==> src/rtl/serial_break_ctl.sv <==
module serial_break_ctl #(
  parameter int LEN_W      = 4,
  parameter int GUARD_BITS = 12
) (
  input  logic             clk,
  input  logic             rst_n,
  input  logic             bit_tick,
  input  logic             brk_start,
  input  logic             brk_stop,
  input  logic             thr_empty,
  input  logic             tsr_empty,
  input  logic [LEN_W-1:0] char_len,
  input  logic             tx_reset,
  output logic             ovr_en,
  output logic             ovr_level,
  output logic             brk_active,
  output logic             tx_block
);
  localparam int GW    = $clog2(GUARD_BITS + 1);
  localparam int CNT_W = ((LEN_W > GW) ? LEN_W : GW) + 1;

  typedef enum logic [1:0] {S_IDLE, S_WAIT, S_BREAK, S_GUARD} state_t;

  state_t           st;
  logic [CNT_W-1:0] cnt;
  logic             stop_pend;

  wire min_met   = cnt >= CNT_W'(char_len);
  wire cnt_max   = &cnt;
  wire guard_end = bit_tick && (cnt == CNT_W'(GUARD_BITS - 1));
  wire end_break = min_met && (stop_pend || brk_stop);

  always_ff @(posedge clk or negedge rst_n) begin
    if (!rst_n) begin
      st        <= S_IDLE;
      cnt       <= '0;
      stop_pend <= 1'b0;
    end else if (tx_reset) begin
      st        <= S_IDLE;
      cnt       <= '0;
      stop_pend <= 1'b0;
    end else begin
      case (st)
        S_IDLE: if (brk_start) st <= S_WAIT;
        S_WAIT:
          if (thr_empty && tsr_empty) begin
            st        <= S_BREAK;
            cnt       <= '0;
            stop_pend <= 1'b0;
          end
        S_BREAK:
          if (end_break) begin
            st        <= S_GUARD;
            cnt       <= '0;
            stop_pend <= 1'b0;
          end else begin
            if (brk_stop) stop_pend <= 1'b1;
            if (bit_tick && !cnt_max) cnt <= cnt + CNT_W'(1);
          end
        S_GUARD:
          if (guard_end) begin
            st  <= S_IDLE;
            cnt <= '0;
          end else if (bit_tick) begin
            cnt <= cnt + CNT_W'(1);
          end
        default: st <= S_IDLE;
      endcase
    end
  end

  assign brk_active = (st == S_BREAK);
  assign ovr_level  = (st == S_GUARD);
  assign ovr_en     = brk_active || ovr_level;
  assign tx_block   = ovr_en;
endmodule

==> config.mk <==
export PLATFORM = sky130hd
export DESIGN_NAME = serial_break_ctl
export DESIGN_NICKNAME = d
export VERILOG_FILES = /design/src/rtl/serial_break_ctl.sv
export SDC_FILE = /design/constraint.sdc
export NUM_CORES = 1
export LEC_CHECK = 0
export BUFFER_PORTS_ARGS = -buffer_cell sky130_fd_sc_hd__buf_2
export CAP_MARGIN = 25
export CORE_ASPECT_RATIO = 2
export CORE_MARGIN = 1
export CORE_UTILIZATION = 23
export DETAILED_ROUTE_END_ITERATION = 16
export PLACE_DENSITY = 0.43
export SLEW_MARGIN = 20
export SYNTH_ARGS = -nofsm -noshare
export SYNTH_HDL_FRONTEND = slang
export SYNTH_SLANG_ARGS = --single-unit
==> constraint.sdc <==
create_clock -name clk -period 5.45 [get_ports clk]
set_input_delay 0.2725 -clock clk [delete_from_list [all_inputs] [get_ports clk]]
set_output_delay 0.2725 -clock clk [all_outputs]
set_load 0.02 [all_outputs]
==> results.ini <==
[grt]
grt_util_met1=0.0929
track_usage=0.113
grt_overflow=0
grt_pass1_wl_microns=2840
grt_max_degree=9
grt.busiest_layer=met2
use_met2=0.238
grt_pass1_vias=660
antenna_found_initial=0
met3_usage=0.0176

[synthesis]
ys_warn_count=0
syn_area_sq_um=728
synth.distinct_cells=33
syn-num-nets=95
netlist_instances=73
synth_top_area_share=0.275
synth_area_leaders=dfrtp_1 (27%), ha_1 (17%), inv_1 (5.2%)
syn_area_per_cell_sq_um=9.98
yosysSeqAreaShare=0.275
synth-seq-cells=8
synth_top_cell_by_area=dfrtp_1

[clock_network]
numCtsBuffers=3
cts.path.max_buffers=2
clk-insertion-delay-late_ns=0.22
htreeDepth=1
clkTransAtPathRegs_ns=0.04
cts-root-buf=clkbuf_8
cts_tree=built
post_cts_buffers=0
cts.sinks=8

[setup_path]
rr_endpoint=cnt[0]$_DFFE_PN0P_
end_kind=flip-flop
worstSetupPathType=reg -> reg
ff2ff_path_depth=6
cp-start-kind=flip-flop
crit_cells=6
cpPeakStageDelay_ns=0.45
path_cells=ha_1 -> a21o_1 -> a31oi_2 -> o211ai_1 -> o2111a_1 -> mux2_4
r2r-start=cnt[2]$_DFFE_PN0P_
path_delay_family=compound AO/OA/AOI/OAI gates
cp_data_required_time_ns=5.56
critPathBufInv=0
cpMaxStageDelayCell=dfrtp_1
reg2reg_setup_slack_ns=3.41
cp_max_fo=7
cp.arrival_ns=2.15

[sta]
period_minus_slack_ns=2.04
fmax_mhz=490
tns_ns=0
report.final.slew_viol_count=0
setup_ws_ns=3.41
finClkSkew_ns=0.00335
period_share=0.375
finalHoldViolations=0
setup_violations=0
rsz0062_at_grt=false
tightest_slew_ns=0.475
maxSlewHeadroom=0.681

[min_path]
hold_depth=2
hold-path-endpoint=stop_pend$_DFFE_PN0P_
min_from=tx_reset
hp-class=in -> reg

[pwr]
cellPowerDensity_nw_per_um2=361
p_leak_uw=0.000445
irDropWorstVdd_mv=0.133

[die]
dieArea_sq_um=3410
initial_utilization=0.245
ios=16
core_area_sq_um=2980
fp.dieW_microns=41.8
die_h_microns=81.6
rows=28

[placed_design]
dpl_cell_area_sq_um=833
dp_slack_ns=3.41
port_buffers=15
place.gp.congestion=0.770
dp.cells=117
hpwl_microns=1490

[layout]
postLayoutCellArea_sq_um=885
finalNetCount=115
syn_to_final_growth_pct=21.5
antenna-diode-count=0
drive_gt1_frac=0.319
final_cells=121

[drt]
dr_total_vias=629
wl_per_cell_microns=14.2
wl_microns=1710
drtIter0Drc=25
postRouteAntennaNets=0
vias_per_cell=5.20
first_pass_iters=3
drc=0

[status]
status=completed

[job]
maxCapViolCount=0

[worst max-delay path by stage]
stage,slack [ns],to,from
after global placement,3.44,cnt[0]$_DFFE_PN0P_,cnt[2]$_DFFE_PN0P_
after detailed placement,3.41,cnt[0]$_DFFE_PN0P_,cnt[2]$_DFFE_PN0P_
final,3.41,cnt[0]$_DFFE_PN0P_,cnt[2]$_DFFE_PN0P_
after CTS,3.40,cnt[0]$_DFFE_PN0P_,cnt[2]$_DFFE_PN0P_
after floorplan,3.61,cnt[0]$_DFFE_PN0P_,cnt[2]$_DFFE_PN0P_
after global routing,3.30,cnt[0]$_DFFE_PN0P_,cnt[2]$_DFFE_PN0P_
[metrics by stage]
step / total power, uW / utilization / hold WS [ns]
6_report: 320 / 0.297 / 0.270
4_1_cts: 324 / 0.297 / 0.268
2_1_floorplan: 211 / - / -0.0231
5_1_grt: 345 / 0.297 / 0.277
3_3_place_gp: 252 / 0.280 / 0.145
3_5_place_dp: 251 / 0.280 / 0.134
[registers in the layout, indices dropped and copies added (netlist names)]
name       cells
cnt            5
stop_pend      1
st             2
[cell usage after synthesis (all sizes together)]
library cell and number:
o211ai 3, o2111a 1, o21a 1, and2 1, nand3 2, a31oi 1, a41oi 1, a21boi 1
o22ai 1, and3 1, a21o 2, o311a 1, a211oi 1, a22o 2, buf 1, o21ai 4
nor2 5, dfrtp 8, ha 10, nand2b 2, mux2 1, or2 3, inv 10, a21oi 3
o211a 1, mux2i 1, o2111ai 3, o311ai 2
[routing by layer]
layer  vias up  share of wire
met5         -              0
met1       301           0.36
met2        13           0.59
li1        313              -
met4         0         0.0093
met3         2          0.033
[cells in the final DEF (no fill, tap or decap), types with 2 or more instances in the layout]
cell,count
a21oi_1,3
ha_1,10
a21o_1,2
o2111ai_1,2
o211ai_1,3
nand3_1,2
inv_1,10
or2_2,2
clkbuf_8,3
nor2_1,5
a22o_1,2
dfrtp_1,8
o21ai_0,3
buf_2,15
[timing repair]
| item | in CTS | in global routing |
|---|---|---|
| endpoints found under the hold margin | 8 | 0 |
| resized for setup | 0 | 0 |
| endpoints found under the setup margin | 0 | 0 |
| hold buffers | 1 | 0 |
[report_power, final]
group          internal, uW  switching (uW)  total [uW]
logic                  69.4            99.8         169
clock network          47.8            22.3        70.1
registers              69.6            10.8        80.4
total                   187             133         320
[area by class of cell]
cell class	instances	area (sq um)
Inverter	10	37.5
Tap cell	30	37.5
Multi-Input combinational cell	54	483
Fill cell	313	2090
Sequential cell	8	200
Timing Repair Buffer	16	85.1
Clock buffer	3	41.3
[cells by family after synthesis]
group,share of synthesized area
flip-flops,0.275
AND/OR/NAND/NOR,0.107
buffers and inverters,0.0619
adder cells (fa/ha/maj),0.172
AO/OA/AOI/OAI,0.351
multiplexers,0.0344
Note: power is estimated with default switching activity, not from simulation.
